`config.mk`:
```
export PLATFORM = sky130hd
export DESIGN_NAME = conv_bus_iface
export DESIGN_NICKNAME = d
export VERILOG_FILES = /design/src/rtl/cbi_pkg.sv /design/src/rtl/cbi_sync.sv /design/src/rtl/cbi_edge.sv /design/src/rtl/cbi_engine.sv /design/src/rtl/conv_bus_iface.sv
export SDC_FILE = /design/constraint.sdc
export NUM_CORES = 1
export LEC_CHECK = 0
export BUFFER_PORTS_ARGS = -buffer_cell sky130_fd_sc_hd__buf_2
export CAP_MARGIN = 20
export CORE_AREA = 2 2 53 55
export CTS_CLUSTER_DIAMETER = 200
export CTS_CLUSTER_SIZE = 24
export DETAILED_ROUTE_END_ITERATION = 10
export DIE_AREA = 0 0 55 57
export GPL_TIMING_DRIVEN = 0
export PLACE_DENSITY = 0.79
export SLEW_MARGIN = 30
export SYNTH_ARGS = -nofsm -noshare
export SYNTH_HDL_FRONTEND = slang
export SYNTH_SLANG_ARGS = --single-unit
export TNS_END_PERCENT = 30
```
`constraint.sdc`:
```
create_clock -name clk -period 1.88 [get_ports clk]
set_input_delay 0.282 -clock clk [delete_from_list [all_inputs] [get_ports clk]]
set_output_delay 0.282 -clock clk [all_outputs]
set_load 0.05 [all_outputs]
```
`src/rtl/cbi_pkg.sv`:
```
package cbi_pkg;

    typedef enum logic [1:0] {
        ST_IDLE = 2'd0,
        ST_CONV = 2'd1,
        ST_READ = 2'd2
    } cbi_state_t;

    localparam int CTL_SEL  = 1;
    localparam int CTL_READ = 0;
    localparam int CTL_W    = 2;

endpackage

```
`src/rtl/cbi_sync.sv`:
```
module cbi_sync #(
    parameter int          WIDTH     = 2,
    parameter int          STAGES    = 2,
    parameter logic [WIDTH-1:0] RESET_VAL = '1
) (
    input  logic             clk,
    input  logic             rst_n,
    input  logic [WIDTH-1:0] d,
    output logic [WIDTH-1:0] q
);

    logic [WIDTH-1:0] stage_q [STAGES];

    for (genvar s = 0; s < STAGES; s++) begin : g_stage
        if (s == 0) begin : g_first
            always_ff @(posedge clk or negedge rst_n) begin
                if (!rst_n) stage_q[s] <= RESET_VAL;
                else        stage_q[s] <= d;
            end
        end else begin : g_next
            always_ff @(posedge clk or negedge rst_n) begin
                if (!rst_n) stage_q[s] <= RESET_VAL;
                else        stage_q[s] <= stage_q[s-1];
            end
        end
    end

    assign q = stage_q[STAGES-1];

endmodule

```
`src/rtl/cbi_edge.sv`:
```
module cbi_edge #(
    parameter int               WIDTH     = 2,
    parameter logic [WIDTH-1:0] RESET_VAL = '1
) (
    input  logic             clk,
    input  logic             rst_n,
    input  logic [WIDTH-1:0] lvl,
    output logic [WIDTH-1:0] rise,
    output logic [WIDTH-1:0] fall
);

    logic [WIDTH-1:0] lvl_d;

    always_ff @(posedge clk or negedge rst_n) begin
        if (!rst_n) lvl_d <= RESET_VAL;
        else        lvl_d <= lvl;
    end

    assign rise = lvl & ~lvl_d;
    assign fall = ~lvl & lvl_d;

endmodule

```
`src/rtl/cbi_engine.sv`:
```
module cbi_engine #(
    parameter int DATA_W      = 12,
    parameter int CONV_CYCLES = 16
) (
    input  logic              clk,
    input  logic              rst_n,
    input  logic              run,
    input  logic [DATA_W-1:0] sample,
    output logic              last,
    output logic [DATA_W-1:0] result
);

    localparam int CNT_W = (CONV_CYCLES > 1) ? $clog2(CONV_CYCLES) : 1;
    localparam logic [CNT_W-1:0] CNT_LAST = CNT_W'(CONV_CYCLES - 1);

    logic [CNT_W-1:0] cnt_q;

    assign last = run && (cnt_q == CNT_LAST);

    always_ff @(posedge clk or negedge rst_n) begin
        if (!rst_n)          cnt_q <= '0;
        else if (!run||last) cnt_q <= '0;
        else                 cnt_q <= cnt_q + 1'b1;
    end

    always_ff @(posedge clk or negedge rst_n) begin
        if (!rst_n)    result <= '0;
        else if (last) result <= sample;
    end

endmodule

```
`src/rtl/conv_bus_iface.sv`:
```
module conv_bus_iface
    import cbi_pkg::*;
#(
    parameter int DATA_W      = 12,
    parameter int CONV_CYCLES = 16
) (
    input  logic              clk,
    input  logic              rst_n,
    input  logic              sel_n,
    input  logic              read_mode,
    input  logic [DATA_W-1:0] probe_in,
    output logic              busy,
    output logic              hold,
    output logic [DATA_W-1:0] dout,
    output logic [DATA_W-1:0] dout_oe
);

    localparam int               SYNC_STAGES = 2;
    localparam logic [CTL_W-1:0] CTL_IDLE    = '1;

    cbi_state_t state_q, state_d;

    logic [CTL_W-1:0] ctl_s, ctl_rise, ctl_fall;
    logic sel_s, rm_s, sel_fall, rm_fall, rm_rise;
    logic conv_req, read_req, conv_last, bus_drive;
    logic [DATA_W-1:0] result;

    cbi_sync #(.WIDTH(CTL_W), .STAGES(SYNC_STAGES), .RESET_VAL(CTL_IDLE)) u_sync (
        .clk (clk),
        .rst_n (rst_n),
        .d ({sel_n, read_mode}),
        .q (ctl_s)
    );

    cbi_edge #(.WIDTH(CTL_W), .RESET_VAL(CTL_IDLE)) u_edge (
        .clk (clk),
        .rst_n (rst_n),
        .lvl (ctl_s),
        .rise (ctl_rise),
        .fall (ctl_fall)
    );

    assign sel_s    = ctl_s[CTL_SEL];
    assign rm_s     = ctl_s[CTL_READ];
    assign sel_fall = ctl_fall[CTL_SEL];
    assign rm_fall  = ctl_fall[CTL_READ];
    assign rm_rise  = ctl_rise[CTL_READ];

    assign conv_req = (!sel_s && rm_fall) || (!rm_s && sel_fall);
    assign read_req = (!sel_s && rm_rise) || (rm_s && sel_fall);

    cbi_engine #(.DATA_W(DATA_W), .CONV_CYCLES(CONV_CYCLES)) u_engine (
        .clk (clk),
        .rst_n (rst_n),
        .run (state_q == ST_CONV),
        .sample (probe_in),
        .last (conv_last),
        .result (result)
    );

    always_ff @(posedge clk or negedge rst_n) begin
        if (!rst_n) state_q <= ST_IDLE;
        else        state_q <= state_d;
    end

    always_comb begin
        state_d = state_q;
        unique case (state_q)
            ST_IDLE: begin
                if (conv_req)      state_d = ST_CONV;
                else if (read_req) state_d = ST_READ;
            end
            ST_CONV: begin
                if (conv_last) state_d = (!sel_s && rm_s) ? ST_READ : ST_IDLE;
            end
            ST_READ: begin
                if (conv_req)           state_d = ST_CONV;
                else if (sel_s || !rm_s) state_d = ST_IDLE;
            end
            default: state_d = ST_IDLE;
        endcase
    end

    always_comb begin
        busy      = (state_q != ST_CONV);
        hold      = (state_q == ST_CONV);
        bus_drive = (state_q == ST_READ) && !sel_s && rm_s;
        dout      = result;
    end

    for (genvar b = 0; b < DATA_W; b++) begin : g_pin_oe
        assign dout_oe[b] = bus_drive;
    end

endmodule

```
* Word level (Yosys, flattened, before mapping)
Index checks and enable logic that the tools add are counted.
** Storage, ports and cells
- Register bits after elaboration :: 24
- Latch bits :: 0
- Bits in writable memories :: 0
- Bits in read-only memories :: 0
- Bits of input ports :: 16
- Word-level logic and storage cells :: 43
- Memories kept :: 0
** Operators by class
- Add/subtract/negate cells :: 1
- $mul :: 0
- Divide/modulo/power cells :: 0
- Magnitude comparators :: 0
- Equality and inequality tests :: 7
- Shift-type cells :: 0
- Mux-type cells :: 8
- Bitwise gates (word level) :: 4
- Reductions and logical operators :: 17
** Operators with widths (number)
- $mux W2 :: 6
- $logic_and A1 B1 Y1 :: 8
- $ne A3 B3 Y1 const B :: 2
- $pmux W2 S3 :: 1
- $add A4 B1 Y4 const B :: 1
- $eq A4 B4 Y1 const B :: 1
- $logic_or A1 B1 Y1 :: 4
- $mux W4 :: 1
- $logic_not A1 Y1 :: 3
- $reduce_and A3 Y1 :: 1
- $and A2 B2 Y2 :: 1
- $eq A2 B1 Y1 const B :: 1
- $eq A2 B2 Y1 const B :: 1
- $logic_not A2 Y1 :: 1
- $ne A2 B1 Y1 const B :: 1
- $ne A2 B2 Y1 const B :: 1
- $not A2 Y2 :: 1
- $and A1 B1 Y1 :: 1
- $not A1 Y1 :: 1

* Longest topological paths before layout
- Depth in word-level cells :: 7
- Depth in mapped cells :: 5

* Modules after synthesis
From an unflattened synthesis, not the netlist that was laid out.
** Unflattened totals
- Cells, all modules :: 81
- Area total of the unflattened synthesis :: 1127.3 µm²
** By module, submodules not included
- cbi_engine :: instances 1, cells each 41, area each 675.6 µm², sequential area each 400.4 µm²
- conv_bus_iface :: instances 1, cells each 28, area each 244.0 µm², sequential area each 50.0 µm²
- cbi_sync :: instances 1, cells each 6, area each 120.1 µm², sequential area each 105.1 µm²
- cbi_edge :: instances 1, cells each 6, area each 87.6 µm², sequential area each 52.6 µm²

* Worst setup path before layout
Ideal clock, no wire load.
- Path type :: reg-to-output
- Start :: register u_sync.stage_q (netlist bit u_sync.q[0])
- End :: output dout_oe[0]
- Arrival :: 1662 ps
- Data required time :: 1598 ps
- Slack :: -64 ps
- Stages on the path, launching flop included :: 4
- Path buffers :: 1
- Cell sequence :: dfstp_2 nand2b_1 nor3b_1 buf_4
** On the way
- Longest elaborated chain between the ends :: 1
** Ends and longest elaborated chain
- start: declaration :: line cbi_sync.sv:12 : logic [WIDTH-1:0] stage_q [STAGES];
- start signal: indexed assignment :: line cbi_sync.sv:23 : else stage_q[s] <= stage_q[s-1];
- $logic_and A1 B1 Y1 :: line conv_bus_iface.sv:87 : bus_drive = (state_q == ST_READ) && !sel_s && rm_s;
- end: declaration :: line conv_bus_iface.sv:15 : output logic [DATA_W-1:0] dout_oe
Every way passes these cells.

* Worst setup path in the final report
- Start :: register u_sync.stage_q (netlist bit u_sync.q[0])
- End :: output dout_oe[4]
The elaborated chain is that of the path after synthesis.

==> impl_metrics.py <==
metrics = {
    "run_status": {
        "status": "finished, final reports clean",
    },
    "cts": {
        "root_buffer": "clkbuf_4",
        "worstSkewPairLatency_ns": 0.30,
        "clock_sinks": 24,
        "htree_levels": 1,
        "cts_tree": "done",
        "cts_made_buffers": 3,
        "cts_buffer_depth": 2,
        "clkSlewWorstSetupHoldPaths_ns": 0.11,
    },
    "logic_synthesis": {
        "synth_seq_cells": 24,
        "synth_nets": 86,
        "synth_compound_area_frac": 0.01322,
        "synthAdderAreaFrac": 0.01202,
        "ys_seq_area_frac": 0.5841,
        "synthSimpleGateAreaFrac": 0.09856,
        "syn_avg_cell_area_sq_um": 15.09,
        "ys_warn_count": 0,
        "netlist_area_sq_mm": 0.001041,
        "synthMuxAreaShare": 0.1659,
        "netlist.area_leader.share": 0.4327,
        "synth.distinct_cells": 22,
        "synth_top_family_by_area": "multiplexers",
        "synthTopCellsByArea": "dfrtp_1 (43%), dfstp_2 (15%), mux2_4 (14%), buf_4 (8.7%), mux2_2 (2.2%)",
        "synth-xor-area-share": 0.01683,
        "synth_area_leader_cell": "dfrtp_1",
        "postSynthCellCount": 69,
    },
    "die": {
        "dieArea_sq_mm": 0.003135,
        "core-area_sq_mm": 0.002615,
        "floorplan.initialDensity": 0.3981,
        "pin_count": 42,
        "die_y_um": 57,
        "rows": 19,
        "fp.dieW_um": 55,
    },
    "critical_path": {
        "slowest_stage": "dfstp_2",
        "slowest_delay_ns": 0.57,
        "crit_chain": "nand2b_4, nor3b_4, buf_12, buf_4, buf_8",
        "cp-end-kind": "primary output",
        "path_max_fanout": 12,
        "worstPathArrival_ns": 1.54,
        "required_ns": 1.60,
        "critPathLaunchType": "register",
        "critPathKind": "reg2out",
    },
    "drt": {
        "antenna_left": 0,
        "wl_um": 1771,
        "wl_per_cell_um": 11.97,
        "viasPerCell": 4.581,
        "post-route-drc-count": 0,
        "drtPass1Iterations": 2,
        "drt_iter0_markers": 2,
        "dr_total_vias": 678,
    },
    "timing": {
        "period_share": 0.9666,
        "skew_ns": 0.009858,
        "slew_violations": 0,
        "fin_crit_ns": 1.817,
        "tightestPinTransition_ns": 0.5105,
        "rsz0062_at_grt": "true",
        "setup_viol": 0,
        "whs_ns": 0.07591,
        "final_hold_viol_count": 0,
        "fmax_ghz": 0.5503,
        "slew_headroom": 0.6597,
    },
    "power": {
        "p_seq_frac": 0.521,
        "p_comb_frac": 0.296,
        "p_per_area_mw_per_mm2": 797.1,
        "swShare": 0.3447,
        "p_leak_uw": 0.0007821,
        "power.internal_uw": 777.1,
        "switchingPower_uw": 408.7,
        "p_clk_frac": 0.183,
        "ir_drop_v": 0.0004880,
    },
    "place": {
        "hpwlAfterDp_um": 1324,
        "place.gp.congestion": 0.7498,
        "placed_cell_area_sq_mm": 0.001290,
        "io_buffer_count": 41,
    },
    "layout": {
        "final_nets": 135,
        "finalInstanceArea_sq_mm": 0.001488,
        "diodes": 0,
        "final_util": 0.5689,
        "layout-area-overhead-vs-synth_pct": 42.91,
        "layout-drive-gt1-share": 0.7009,
    },
    "grt": {
        "grt_antenna_before_repair": 0,
        "grt_use_total": 0.1253,
        "first_global_vias": 667,
        "grt_pass1_wl_um": 2856,
        "grt_max_degree": 25,
        "grt_overflow": 0,
    },
    "worst_hold_path": {
        "min_path_type": "in2reg",
    },
    "flow_run": {
        "drv_cap": 0,
    },
}
==> cell type report <==
type | count | area (sq um)
Buffer | 13 | 110.1
Clock buffer | 4 | 26.28
Fill cell | 223 | 1127
Inverter | 1 | 3.754
Multi-Input combinational cell | 31 | 337.8
Sequential cell | 24 | 608.1
Tap cell | 31 | 38.79
Timing Repair Buffer | 44 | 362.8
==> Yosys cell counts, drive strengths merged <==
| master | n |
|---|---|
| dfstp | 6 |
| ha | 1 |
| nand2b | 2 |
| xnor2 | 1 |
| nor2 | 5 |
| dfrtp | 18 |
| and3 | 2 |
| nand3 | 2 |
| nor3b | 1 |
| o41ai | 1 |
| xor2 | 1 |
| inv | 1 |
| or4b | 1 |
| a21oi | 1 |
| mux2 | 12 |
| nand2 | 1 |
| buf | 13 |
==> critical path, delay by kind of cell, from the launching register on <==
kind                   cells  cell delay, ns
buffers and inverters      3            0.39
flip-flops                 1            0.57
AND/OR/NAND/NOR            2            0.27
==> cells by family (layout without fill, tap and decap cells) <==
kind of cell             after synthesis  after routing
AO/OA/AOI/OAI                          2              2
XOR/XNOR                               2              2
adder cells (fa/ha/maj)                1              1
buffers and inverters                 14             62
AND/OR/NAND/NOR                       14             14
flip-flops                            24             24
multiplexers                          12             12
==> per-layer routing <==
metal  vias up  GRT usage  routed length, um  part of all wire
met5         -          0                  0                 0
met4         0    0.04530                  8            0.0045
li1        318          -                  -                 -
met2        39     0.2058                893              0.50
met1       319     0.1536                717              0.40
met3         2    0.03665                152             0.086
==> cell usage in the layout, fill, tap and decap left out <==
| master | Yosys | routed |
|---|---|---|
| inv_1 | 1 | 1 |
| and3_1 | 2 | 2 |
| clkbuf_1 | 0 | 1 |
| nand3_1 | 1 | 1 |
| a21oi_1 | 1 | 1 |
| mux2_4 | 10 | 10 |
| nand2b_4 | 1 | 2 |
| or4b_1 | 1 | 1 |
| dlygate4sd3_1 | 0 | 1 |
| nor2_4 | 1 | 1 |
| dfstp_2 | 6 | 6 |
| xor2_1 | 1 | 1 |
| buf_4 | 12 | 13 |
| nand2_1 | 1 | 1 |
| xnor2_1 | 1 | 1 |
| dfrtp_1 | 18 | 18 |
| nor2_1 | 4 | 4 |
| mux2_2 | 2 | 2 |
| buf_2 | 0 | 29 |
| buf_8 | 0 | 12 |
| nand3_4 | 1 | 1 |
| nor3b_4 | 0 | 1 |
| clkbuf_4 | 0 | 3 |
| o41ai_1 | 1 | 1 |
| buf_12 | 1 | 2 |
| ha_1 | 1 | 1 |
==> timing repair <==
action,CTS,global route
pin swaps,1,1
gates resized for setup,25,13
endpoints found under the setup margin,12,12
hold buffers,1,0
buffers inserted,2,0
hold endpoints to repair,18,0
==> power by group through the flow <==
stage	Combinational (uW)	Clock, uW	Sequential, uW
2_1_floorplan	236	0	613
4_1_cts	343	225	618
3_3_place_gp	303	0	619
6_report	351	217	617
5_1_grt	378	247	626
3_5_place_dp	318	0	623
==> sequential cells by signal (all words and copies together), names as in the netlist <==
signal	cells
state_q	2
u_edge.lvl_d	2
u_engine.cnt_q	4
u_engine.result	12
u_sync.q	2
u_sync.stage_q	2
==> through the flow <==
stage | setup slack, ns | total power, uW | instances | TNS (ns)
floorplan | 0.2620 | 849.0 | 69 | 0
global placement | 0.05078 | 921.7 | 141 | 0
detailed placement | -0.05523 | 941.4 | 141 | -0.6086
CTS | 0.003923 | 1186 | 148 | 0
global route | -0.03438 | 1251 | 148 | -0.3568
finish | 0.06275 | 1186 | 148 | 0
==> final timing paths <==
path                            slack [ns]               from  depth (start not counted)                  to
worst max-delay path                  0.06        u_sync.q[0]                          5          dout_oe[4]
worst min-delay path                  0.08              sel_n                          1   u_sync.stage_q[3]
worst max register to register        0.39  u_engine.cnt_q[0]                          5  u_engine.result[3]
worst min register to register        0.36  u_sync.stage_q[2]                          0         u_sync.q[0]
max in group asynchronous             1.04              rst_n                          2     u_edge.lvl_d[1]
min in group asynchronous             0.47              rst_n                          2  u_engine.result[2]
Power figures use the tool's default switching activity.
